**src/rtl/csx_pkg.sv**
```systemverilog
package csx_pkg;
    localparam int FRAME_WORDS     = 16;
    localparam int WORD_W          = $clog2(FRAME_WORDS);
    localparam int RIDX_W          = WORD_W + 1;
    localparam int SYS_WORD        = 1;
    localparam int DREG_FIRST_WORD = 2;
    localparam int DREGS_PER_CTX   = 8;
    localparam int AREG_FIRST_WORD = DREG_FIRST_WORD + DREGS_PER_CTX;
    localparam int LOWER_AREG_BASE = 2;
    localparam int UPPER_AREG_BASE = 10;

    typedef enum logic [1:0] {
        ST_IDLE    = 2'd0,
        ST_LINK_RD = 2'd1,
        ST_BODY    = 2'd2,
        ST_LINK_WR = 2'd3
    } csx_state_e;

    typedef enum logic [1:0] {
        SLOT_LINK = 2'd0,
        SLOT_SYS  = 2'd1,
        SLOT_REG  = 2'd2
    } slot_kind_e;
endpackage

```
**src/rtl/csx_req_arb.sv**
```systemverilog
module csx_req_arb #(
    parameter int N_REQ = 4
) (
    input  logic [N_REQ-1:0]         req,
    input  logic                     enable,
    output logic                     grant,
    output logic [$clog2(N_REQ)-1:0] grant_idx
);
    localparam int GI_W = $clog2(N_REQ);

    // Lowest index wins: the loop walks downwards so the last hit is kept.
    always_comb begin
        grant     = 1'b0;
        grant_idx = '0;
        for (int i = N_REQ - 1; i >= 0; i--) begin
            if (enable && req[i]) begin
                grant     = 1'b1;
                grant_idx = GI_W'(i);
            end
        end
    end
endmodule

```
**src/rtl/csx_slot_map.sv**
```systemverilog
module csx_slot_map
    import csx_pkg::*;
(
    input  logic [WORD_W-1:0] word,
    input  logic              upper,
    output slot_kind_e        kind,
    output logic [RIDX_W-1:0] idx
);
    logic [WORD_W-1:0] num;
    logic              bank;

    always_comb begin
        kind = SLOT_REG;
        num  = '0;
        bank = 1'b0;
        if (word == '0) begin
            kind = SLOT_LINK;
        end else if (word == WORD_W'(SYS_WORD)) begin
            kind = SLOT_SYS;
        end else if (word < WORD_W'(AREG_FIRST_WORD)) begin
            bank = 1'b0;
            num  = word - WORD_W'(DREG_FIRST_WORD)
                 + (upper ? WORD_W'(DREGS_PER_CTX) : '0);
        end else begin
            bank = 1'b1;
            num  = word - WORD_W'(AREG_FIRST_WORD)
                 + (upper ? WORD_W'(UPPER_AREG_BASE) : WORD_W'(LOWER_AREG_BASE));
        end
        idx = {bank, num};
    end
endmodule

```
**src/rtl/csx_seq.sv**
```systemverilog
module csx_seq
    import csx_pkg::*;
#(
    parameter int               XLEN       = 32,
    parameter logic [XLEN-1:0]  RESET_FREE = 32'h0000_0040
) (
    input  logic              clk,
    input  logic              rst_n,
    input  logic              start,
    input  logic              start_save,
    input  logic              start_upper,
    input  logic              mem_ready,
    input  logic [XLEN-1:0]   mem_rdata,
    input  logic [XLEN-1:0]   body_wdata,
    output logic              mem_valid,
    output logic              mem_we,
    output logic [XLEN-1:0]   mem_addr,
    output logic [XLEN-1:0]   mem_wdata,
    output logic              body_rd_beat,
    output logic [WORD_W-1:0] word,
    output logic              upper,
    output logic              busy,
    output logic              done,
    output logic              err,
    output logic [XLEN-1:0]   free_ptr,
    output logic [XLEN-1:0]   prev_ptr
);
    localparam int                OFS_W      = WORD_W + 2;
    localparam logic [XLEN-1:0]   ALIGN_MASK = {{(XLEN-OFS_W){1'b1}}, {OFS_W{1'b0}}};
    localparam logic [WORD_W-1:0] LAST_WORD  = WORD_W'(FRAME_WORDS - 1);

    typedef struct packed {
        csx_state_e        st;
        logic              save;
        logic              upper;
        logic [WORD_W-1:0] word;
        logic [XLEN-1:0]   frame;
        logic [XLEN-1:0]   link;
        logic [XLEN-1:0]   free;
        logic [XLEN-1:0]   prev;
        logic              done;
        logic              err;
    } seq_t;

    seq_t q, d;

    always_comb begin
        d            = q;
        d.done       = 1'b0;
        d.err        = 1'b0;
        mem_valid    = 1'b0;
        mem_we       = 1'b0;
        mem_addr     = q.frame;
        mem_wdata    = '0;
        body_rd_beat = 1'b0;
        case (q.st)
            ST_IDLE: begin
                if (start) begin
                    if (start_save ? (q.free == '0) : (q.prev == '0)) begin
                        d.err = 1'b1;
                    end else begin
                        d.st    = ST_LINK_RD;
                        d.save  = start_save;
                        d.upper = start_upper;
                        d.frame = start_save ? q.free : q.prev;
                    end
                end
            end
            ST_LINK_RD: begin
                mem_valid = 1'b1;
                if (mem_ready) begin
                    d.link = mem_rdata & ALIGN_MASK;
                    d.word = WORD_W'(SYS_WORD);
                    d.st   = ST_BODY;
                end
            end
            ST_BODY: begin
                mem_valid = 1'b1;
                mem_we    = q.save;
                mem_addr  = q.frame + {{(XLEN-OFS_W){1'b0}}, q.word, 2'b00};
                mem_wdata = q.save ? body_wdata : '0;
                if (mem_ready) begin
                    body_rd_beat = !q.save;
                    if (q.word == LAST_WORD) begin
                        d.st = ST_LINK_WR;
                    end else begin
                        d.word = q.word + 1'b1;
                    end
                end
            end
            ST_LINK_WR: begin
                mem_valid = 1'b1;
                mem_we    = 1'b1;
                mem_wdata = q.save ? q.prev : q.free;
                if (mem_ready) begin
                    if (q.save) begin
                        d.free = q.link;
                        d.prev = q.frame;
                    end else begin
                        d.prev = q.link;
                        d.free = q.frame;
                    end
                    d.st   = ST_IDLE;
                    d.done = 1'b1;
                end
            end
            default: d.st = ST_IDLE;
        endcase
    end

    always_ff @(posedge clk or negedge rst_n) begin
        if (!rst_n) begin
            q       <= '0;
            q.st    <= ST_IDLE;
            q.free  <= RESET_FREE;
        end else begin
            q <= d;
        end
    end

    assign word     = q.word;
    assign upper    = q.upper;
    assign busy     = (q.st != ST_IDLE);
    assign done     = q.done;
    assign err      = q.err;
    assign free_ptr = q.free;
    assign prev_ptr = q.prev;

    // a stalled beat keeps its address and direction
    p_beat_hold_r8: assert property (@(posedge clk) disable iff (!rst_n)
        (mem_valid && !mem_ready) |=> (mem_valid && $stable(mem_addr) && $stable(mem_we)));

    // both pointers stay frame aligned
    p_ptr_align_r10: assert property (@(posedge clk) disable iff (!rst_n)
        ((free_ptr & ~ALIGN_MASK) == '0) && ((prev_ptr & ~ALIGN_MASK) == '0));

    // completion is a single-cycle pulse seen while idle
    p_done_pulse_r7: assert property (@(posedge clk) disable iff (!rst_n)
        done |=> !done);
    p_done_idle_r7: assert property (@(posedge clk) disable iff (!rst_n)
        done |-> !busy);

    // a refused request leaves the pointers alone
    p_err_keep_r5: assert property (@(posedge clk) disable iff (!rst_n)
        err |-> ($stable(free_ptr) && $stable(prev_ptr) && !busy));

    // busy only ever starts from an accepted request
    p_busy_cause_r9: assert property (@(posedge clk) disable iff (!rst_n)
        $rose(busy) |-> $past(start));
endmodule

```
**src/rtl/ctx_save_engine.sv**
```systemverilog
module ctx_save_engine
    import csx_pkg::*;
#(
    parameter int              XLEN       = 32,
    parameter logic [XLEN-1:0] RESET_FREE = 32'h0000_0040
) (
    input  logic              clk,
    input  logic              rst_n,
    input  logic              save_upper,
    input  logic              save_lower,
    input  logic              restore_upper,
    input  logic              restore_lower,
    output logic              busy,
    output logic              done,
    output logic              error,
    output logic [XLEN-1:0]   free_ptr,
    output logic [XLEN-1:0]   prev_ptr,
    output logic [RIDX_W-1:0] rf_rd_idx,
    input  logic [XLEN-1:0]   rf_rd_data,
    output logic              rf_wr_en,
    output logic [RIDX_W-1:0] rf_wr_idx,
    output logic [XLEN-1:0]   rf_wr_data,
    input  logic [XLEN-1:0]   pc_i,
    input  logic [XLEN-1:0]   psw_i,
    output logic              pc_we,
    output logic              psw_we,
    output logic              mem_valid,
    output logic              mem_we,
    output logic [XLEN-1:0]   mem_addr,
    output logic [XLEN-1:0]   mem_wdata,
    input  logic              mem_ready,
    input  logic [XLEN-1:0]   mem_rdata
);
    localparam int N_REQ = 4;
    localparam int GI_W  = $clog2(N_REQ);

    logic [N_REQ-1:0]  req_vec;
    logic              grant;
    logic [GI_W-1:0]   grant_idx;
    logic              g_save, g_upper;
    logic              body_rd_beat;
    logic [WORD_W-1:0] cur_word;
    logic              cur_upper;
    slot_kind_e        slot_kind;
    logic [RIDX_W-1:0] slot_idx;
    logic [XLEN-1:0]   body_wdata;

    // Index order is the service priority: lowest index first.
    assign req_vec = {restore_lower, restore_upper, save_lower, save_upper};

    csx_req_arb #(.N_REQ(N_REQ)) u_arb (
        .req       (req_vec),
        .enable    (!busy),
        .grant     (grant),
        .grant_idx (grant_idx)
    );

    assign g_save  = (grant_idx < GI_W'(2));
    assign g_upper = !grant_idx[0];

    csx_seq #(.XLEN(XLEN), .RESET_FREE(RESET_FREE)) u_seq (
        .clk          (clk),
        .rst_n        (rst_n),
        .start        (grant),
        .start_save   (g_save),
        .start_upper  (g_upper),
        .mem_ready    (mem_ready),
        .mem_rdata    (mem_rdata),
        .body_wdata   (body_wdata),
        .mem_valid    (mem_valid),
        .mem_we       (mem_we),
        .mem_addr     (mem_addr),
        .mem_wdata    (mem_wdata),
        .body_rd_beat (body_rd_beat),
        .word         (cur_word),
        .upper        (cur_upper),
        .busy         (busy),
        .done         (done),
        .err          (error),
        .free_ptr     (free_ptr),
        .prev_ptr     (prev_ptr)
    );

    csx_slot_map u_map (
        .word  (cur_word),
        .upper (cur_upper),
        .kind  (slot_kind),
        .idx   (slot_idx)
    );

    assign rf_rd_idx  = slot_idx;
    assign body_wdata = (slot_kind == SLOT_SYS) ? (cur_upper ? psw_i : pc_i) : rf_rd_data;

    assign rf_wr_idx  = slot_idx;
    assign rf_wr_data = mem_rdata;
    assign rf_wr_en   = body_rd_beat && (slot_kind == SLOT_REG);
    assign pc_we      = body_rd_beat && (slot_kind == SLOT_SYS) && !cur_upper;
    assign psw_we     = body_rd_beat && (slot_kind == SLOT_SYS) &&  cur_upper;

    // global address registers are never targets of a restore
    p_no_global_r4: assert property (@(posedge clk) disable iff (!rst_n)
        rf_wr_en |-> !(rf_wr_idx == RIDX_W'(16) || rf_wr_idx == RIDX_W'(17) ||
                       rf_wr_idx == RIDX_W'(24) || rf_wr_idx == RIDX_W'(25)));

    // register, PC and status strokes are mutually exclusive
    p_wr_excl_r3: assert property (@(posedge clk) disable iff (!rst_n)
        $onehot0({rf_wr_en, pc_we, psw_we}));
endmodule

```
**config.mk**
```make
export PLATFORM = sky130hd
export DESIGN_NAME = ctx_save_engine
export DESIGN_NICKNAME = d
export VERILOG_FILES = /design/src/rtl/csx_pkg.sv /design/src/rtl/csx_req_arb.sv /design/src/rtl/csx_slot_map.sv /design/src/rtl/csx_seq.sv /design/src/rtl/ctx_save_engine.sv
export SDC_FILE = /design/constraint.sdc
export NUM_CORES = 1
export LEC_CHECK = 0
export ABC_AREA = 1
export BUFFER_PORTS_ARGS = -buffer_cell sky130_fd_sc_hd__buf_2
export CAP_MARGIN = 20
export CORE_MARGIN = 1.5
export CORE_UTILIZATION = 40
export DETAILED_ROUTE_END_ITERATION = 8
export GPL_TIMING_DRIVEN = 1
export PLACE_DENSITY_LB_ADDON = 0.2
export SYNTH_ARGS = -nofsm -noshare
export SYNTH_HDL_FRONTEND = slang
export SYNTH_SLANG_ARGS = --single-unit
```
**constraint.sdc**
```tcl
create_clock -name clk -period 3.1 [get_ports clk]
set_input_delay 0.775 -clock clk [delete_from_list [all_inputs] [get_ports clk]]
set_output_delay 0.775 -clock clk [all_outputs]
set_load 0.01 [all_outputs]
```
==> results.yml, run 1 <==
global_routing:
  grt_first_pass_wirelength_mm: 50.3
  overflow: 0
  grt_pass1_vias: 8493
  grt_use_total_pct: 27.9
  grt_max_degree: 91
  antenna_found_initial: 1
synthesis:
  ys_seq_area_share_pct: 36.6
  syn_nets: 1419
  ys_ff_latch: 132
  synth_async_sr_flop_share_pct: 100
  yosys_warnings: 0
  synth_edf_count: 0
  yosys_most_used_dff: "dfrtp_1"
  syn-instance-count: 1272
  netlist_area_um2: 9040
  postSynthAreaPerCell_um2: 7.10
  synth.distinct_cells: 38
min_path:
  worstHoldPathType: "input pin to asynchronous set/reset pin"
cts:
  cts.reportedPaths.clkPinSlew_ps: 60
  cts_buffers: 17
  htree_levels: 4
  cts.sinks: 132
  clock_path_buffers: 2
  cts_tree: "yes"
  clock-root-buffer: "clkbuf_16"
  clock_latency_ps: 420
die:
  start_util_pct: 41.0
  rows: 54
  io_pins: 313
  coreArea_um2: 22000
  die_w_um: 153
  die_y_um: 153
  fp.dieArea_um2: 23500
routing:
  drc: 0
  viasPerCell: 5.23
  first_pass_iters: 5
  routed_wl_mm: 33.1
  drt_iter0_markers: 882
  vias: 9177
  ant_nets: 0
  wl_per_cell_um: 18.9
setup_path:
  cp-end-kind: "output port"
  arrival_ps: 2320
  required_ps: 2320
  critPathMaxFanout: 4
  crit_type: "flip-flop to output port"
  worst_setup_path_start_kind: "flip-flop"
timing:
  final_hold_viol_count: 0
  finalSetupViolations: 0
  rsz0062_at_grt: "true"
  tightest_slew_ps: 869
  slew_violations: 0
  skew_ps: 10.4
  post-route-period-util_pct: 100
  max_freq_mhz: 323
  final.min_clock_period_ps: 3100
  fin_hold_ws_ps: 345
  relSlewSlack_pct: 41.9
layout:
  diodes: 0
  final_core_utilization_pct: 50.5
  drive_gt1_share_pct: 30.7
  stdcell_area_um2: 11100
  nets: 1608
  areaGrowthSynthToFinish_pct: 23.1
pwr:
  pwr-share-seq_pct: 28.4
  power_mw: 12.6
  ir_worst_vdd_v: 0.000669
  power.density_nw_per_um2: 1130
  power_frac_clock_pct: 17.4
  p_int_mw: 6.43
  power.net_switching_mw: 6.19
  power_frac_comb_pct: 54.2
  p_sw_share_pct: 49.0
  power_leakage_nw: 5.75
placement:
  dp_hpwl_mm: 24.4
  io_buffer_count: 300
  dpl-instance-area_um2: 10100
  place.gp.congestion: 0.899
status:
  status: "finished, final reports clean"
run:
  drv_cap: 0
## placed cells by master (no fill, tap or decap), types with 4 or more instances in the layout
master        n
a21oi_1     126
a31oi_1      19
buf_12        5
buf_2       299
buf_4        39
bufinv_16     4
clkbuf_16    19
clkinvlp_4    5
dfrtp_1     128
ha_1          6
ha_4          4
inv_1       100
inv_2         5
inv_4         4
inv_6         4
mux2_2        8
nand2_1     257
nand2_2       7
nand2_4       4
nand3_1      34
nand3_4       6
nand4_1       8
nor2_1      108
nor2_2        7
nor2_4        6
nor4_1        5
o211ai_1     10
o21ai_0     155
o21ai_1      25
o21ai_2       5
o22ai_1       9
o31ai_1       4
xor2_1       20
## logic make-up (layout without fill, tap and decap cells)
kind of cell               count (synthesis)  in the layout  synth area share [%]
and+or+nand+nor                          447            447                  20.4
AOI/OAI and AO/OA                        358            358                  20.9
buffers and inverters                    290            492                  17.0
DFF                                      132            132                  36.6
xor gates and xnor gates                  25             25                  2.42
adders and majority gates                 12             12                  1.74
muxes                                      8              8                 0.997
## cells in the mapped netlist (4+ instances only)
cell type  number  share of area, %
nand2_1       265                11
o21ai_0       160               8.9
dfrtp_1       131                36
a21oi_1       126               7.0
nor2_1        114               4.7
inv_1         107               4.4
buf_4         106               8.8
clkbuf_1       42               1.7
nand3_1        38               2.1
xor2_1         23               2.2
a31oi_1        22               1.5
o21ai_1        20               1.1
buf_2          17              0.94
ha_1           11               1.5
o211ai_1       10              0.83
buf_1           9              0.37
o22ai_1         9              0.62
mux2_2          8               1.0
nand4_1         8              0.55
nor2_4          5              0.62
nor4_1          5              0.35
o21ai_2         5              0.48
o31ai_1         4              0.33
## sequential cells by signal (all words and copies together) (netlist names)
name            flops
u_seq.done          1
u_seq.err           1
u_seq.free_ptr     32
u_seq.prev_ptr     32
u_seq.q            61
u_seq.upper         1
u_seq.word          4
## area by class of cell
| cell class | count | area [µm²] |
|---|---|---|
| fillers | 2237 | 10900 |
| clock inverters | 15 | 204 |
| inverters | 111 | 428 |
| multi-input cells | 850 | 4430 |
| repair buffers | 348 | 1970 |
| flip-flops and latches | 132 | 3310 |
| clock buffers | 17 | 425 |
| well taps | 280 | 350 |
| repair inverters | 1 | 7.51 |
## critical path, stage by stage, from the launching register on
cell	delay, ps
dfrtp_1	390
ha_2	210
fa_2	410
nand3_2	100
nand3_4	140
buf_6	170
nand2_4	60
nor2_4	40
nand2_2	60
xor2_1	150
buf_2	150
## power by group through the flow
stage          registers, mW  logic, mW  clock network (mW)
2_1_floorplan           3.18       4.76                   0
3_3_place_gp            3.56       6.32                   0
3_5_place_dp            3.58       6.38                   0
4_1_cts                 3.55       6.52                2.21
5_1_grt                 3.70       7.54                2.30
6_report                3.59       6.84                2.19
## path summary, 6_finish.rpt
| path | depth (start not counted) | slack (ps) | start | end |
|---|---|---|---|---|
| max reg2reg | 12 | 770 | u_seq.q[136] | u_seq.q[102] |
| max | 10 | 0.08 | u_seq.q[100] | mem_addr[24] |
| min | 1 | 340 | rst_n | u_seq.q[90] |
| min reg2reg | 2 | 500 | u_seq.q[72] | u_seq.free_ptr[6] |
| min in group clk | 2 | 500 | u_seq.q[72] | u_seq.free_ptr[6] |
| max in group asynchronous | 2 | 1950 | rst_n | u_seq.q[86] |
## routing by layer
layer / part of all wire (%) / up-vias / global-route usage, %
li1: - / 4442 / -
met1: 45 / 4314 / 38.4
met2: 47 / 387 / 45.3
met3: 6.3 / 32 / 4.45
met4: 1.9 / 2 / 7.66
met5: 0.039 / - / 0
## repair_timing
action / CTS / global route
resized for setup: 21 / 43
pin swaps: 2 / 13
cloned: 1 / 2
setup endpoints to repair: 45 / 44
buffers inserted: 4 / 8
hold buffers: 0 / 0
## through the flow
step                setup slack [ps]  instances  setup TNS [ps]
floorplan                        553       1272               0
global placement                 172       1707               0
detailed placement               158       1707               0
CTS                             5.69       1744               0
global route                   -79.8       1754            -458
finish                        0.0813       1754               0
Note: power is estimated with default switching activity, not from simulation.
==> run 2: changes to the inputs <==
Settings changed: CORE_UTILIZATION 40 to 45, SYNTH_HIERARCHICAL from default to 1.
==> run 2 against run 1 <==
  * The flow now finishes with violations (setup timing)
  * Flip-flop and latch count did not move
  * Cell area rose by 3.3%
  * Sequential power barely moved
  * First-iteration DRC count fell by 12%
  * Clock power barely moved
  * Global-route usage rose by 2.3 points
  * Non-clock buffer count fell by 7
  * Final cell count rose by 7.7%
  * Routed wire length rose by 3.2%
  * Sequential share of layout area fell by 0.88 points
  * Count of clock-buffer cells in the layout rose by 3
==> results.yml, run 2 <==
synthesis:
  netlist_area_um2: 9570
  synth_async_sr_flop_share_pct: 100
  synth.top_cell.area_share_pct: 34.3
  synth_mux_area_share_pct: 0
  synth_edf_count: 0
  yosysMostFrequentCell: "nand2_1"
  postSynthAreaPerCell_um2: 6.71
  synth_top_family_by_area: "simple AND/OR/NAND/NOR gates"
  ys_ff_latch: 132
  yosys_most_used_dff: "dfrtp_1"
  netlist_top_cells_count: "nand2_1, o21ai_0, dfrtp_1"
  synth_fa_ha_area_share_pct: 1.52
  syn-instance-count: 1426
  ys_seq_area_share_pct: 34.5
  synth_compound_area_share_pct: 15.8
  yosys_warnings: 6
  synth-simple-area-share_pct: 28.7
  synth.distinct_cells: 38
  syn_nets: 1572
  synth_xor_area_share_pct: 1.65
  synth_area_leaders: "dfrtp_1, nand2_1, o21ai_0, buf_4, inv_1"
  yosysTopAreaCell: "dfrtp_1"
layout:
  mostFrequentLayoutCells: "nand2_1, buf_2, o21ai_0, dfrtp_1, inv_1"
  seq_area_um2: 3320
  n_fill_cell: 2101
  layoutNonFillerInstCount: 1889
  multi_input_area_um2: 4810
  nets: 1747
  regMostFlops: "u_seq/q"
  drive_gt1_share_pct: 28.7
  largest_reg_flops: 61
  final_common_cell: "nand2_1"
  diodes: 0
  areaGrowthSynthToFinish_pct: 20.1
min_path:
  worstHoldPathType: "input pin to asynchronous set/reset pin"
cts:
  clock-root-buffer: "clkbuf_16"
  cts_buffers: 17
  clock_latency_ps: 440
  cts_hold_buf: 0
  cts.reportedPaths.clkPinSlew_ps: 60
  clock_path_buffers: 2
  cts.sinks: 132
  cts_tree: "yes"
  htree_levels: 4
setup_path:
  rr_startpoint: "u_seq/q[136]"
  crit_type: "flip-flop to output port"
  required_ps: 2320
  worst_setup_path_start_kind: "flip-flop"
  worst-r2r-setup-slack_ps: 360
  reg2reg_depth: 17
  rr_endpoint: "u_seq/q[128]"
  critPathMaxFanout: 5
  arrival_ps: 2340
  cp-end-kind: "output port"
timing:
  relSlewSlack_pct: 58.1
  rsz0062_at_grt: "true"
  final_hold_viol_count: 0
  fin_ws_ps: -18.2
  tightest_slew_ps: 628
  finalSetupViolations: 2
  slew_violations: 0
  post-route-period-util_pct: 101
  max_freq_mhz: 321
  final.min_clock_period_ps: 3120
  skew_ps: 10.6
die:
  rows: 53
  coreArea_um2: 21000
  die_w_um: 149
  start_util_pct: 45.7
  die_y_um: 149
  io_pins: 313
  fp.dieArea_um2: 22100
placement:
  place.gp.congestion: 0.907
  dp_hpwl_mm: 24.2
  place_inst: 1838
  io_buffer_count: 300
routing:
  vias: 9964
  first_pass_iters: 5
  wl_per_cell_um: 18.1
  drt_iter0_markers: 772
  routed_wl_mm: 34.2
  ant_nets: 0
  drc: 0
  viasPerCell: 5.27
pwr:
  power_leakage_nw: 6.17
  power_frac_comb_pct: 54.5
  power_mw: 12.7
  power_frac_clock_pct: 17.2
  power.net_switching_mw: 6.38
  power.density_nw_per_um2: 1110
  ir_worst_vdd_v: 0.000520
  p_sw_share_pct: 50.1
  pwr-share-seq_pct: 28.3
  p_int_mw: 6.37
global_routing:
  grt_first_pass_wirelength_mm: 50.3
  overflow: 0
  grt_max_degree: 72
  grt_pass1_vias: 8937
  grt_use_total_pct: 30.2
  antenna_found_initial: 0
run:
  drv_cap: 0
status:
  violations: "setup timing"
  status: "finished with violations"
-- run 2: cell count changes in the layout (fill, tap and decap cells not counted), moves of 12 or more --
cell and delta:
o22ai_1 +18, a21oi_1 -82, nand2_1 +166, inv_1 +12, o21ai_0 +26, nand2_2 +20, nand3_1 +28, a31oi_1 -19
-- run 2: area by class of cell --
| type | instances | area share, % |
|---|---|---|
| Tap cell | 275 | 3.00 |
| Inverter | 123 | 4.20 |
| Clock inverter | 12 | 1.55 |
| Timing Repair Buffer | 341 | 16.6 |
| Multi-Input combinational cell | 986 | 41.8 |
| Clock buffer | 20 | 3.98 |
| Sequential cell | 132 | 28.9 |
-- run 2: cells by family after synthesis --
kind of cell | after synthesis
buf+inv | 308
flops | 132
xor+xnor | 18
simple gates | 667
compound gates | 290
fa+ha+maj | 11
-- run 2: worst max path at each step --
| stage | from | to | slack, ps | cells after the start |
|---|---|---|---|---|
| floorplan | u_seq/word[0] | mem_addr[14] | 620 | 10 |
| global placement | u_seq/word[1] | mem_wdata[23] | 140 | 11 |
| finish | u_seq/word[0] | mem_addr[10] | -20 | 10 |
| CTS | u_seq/word[0] | mem_addr[10] | -60 | 10 |
| global route | u_seq/word[0] | mem_addr[10] | -120 | 10 |
| detailed placement | u_seq/word[1] | mem_wdata[23] | 130 | 11 |
-- run 2: worst max-delay path, cell delays in order (launching register included) --
cell and delay, ps:
dfrtp_1 410, ha_4 180, fa_2 380, nand2_4 90
nand2_4 60, nand2_1 100, a21o_4 160, buf_6 110
nor3_4 30, xor2_1 210, buf_2 170
-- run 2: power by group through the flow --
stage / Combinational (mW) / Sequential, mW / Clock (mW)
CTS: 6.67 / 3.57 / 2.22
global route: 7.68 / 3.72 / 2.29
floorplan: 5.10 / 3.17 / 0
detailed placement: 6.48 / 3.59 / 0
finish: 6.95 / 3.61 / 2.19
global placement: 6.43 / 3.58 / 0
-- run 2: metrics by stage --
| stage | hold slack (ps) | utilization (%) | worst slack [ps] | instance area [µm²] | setup TNS (ps) |
|---|---|---|---|---|---|
| 6_report | 321 | 54.8 | -18.2 | 11500 | -20.5 |
| 4_1_cts | 354 | 53.5 | -62.6 | 11200 | -161 |
| 5_1_grt | 384 | 54.8 | -116 | 11500 | -1020 |
| 3_3_place_gp | 483 | 49.6 | 138 | 10400 | 0 |
| 2_1_floorplan | 460 | - | 615 | 9570 | 0 |
| 3_5_place_dp | 487 | 49.6 | 127 | 10400 | 0 |
-- run 2: metal layers --
layer	vias up	GRT usage [%]	routed length (µm)
met1	4604	40.9	14600
met4	0	10.7	797
met2	504	47.1	15600
met5	-	0	0
li1	4797	-	-
met3	59	7.16	3230
-- run 2: repair_timing --
| action | 4_1_cts | 5_1_grt |
|---|---|---|
| pin swaps | 4 | 12 |
| cloned | 0 | 1 |
| endpoints found under the setup margin | 58 | 54 |
| gates resized for setup | 29 | 43 |
| buffers inserted | 8 | 10 |
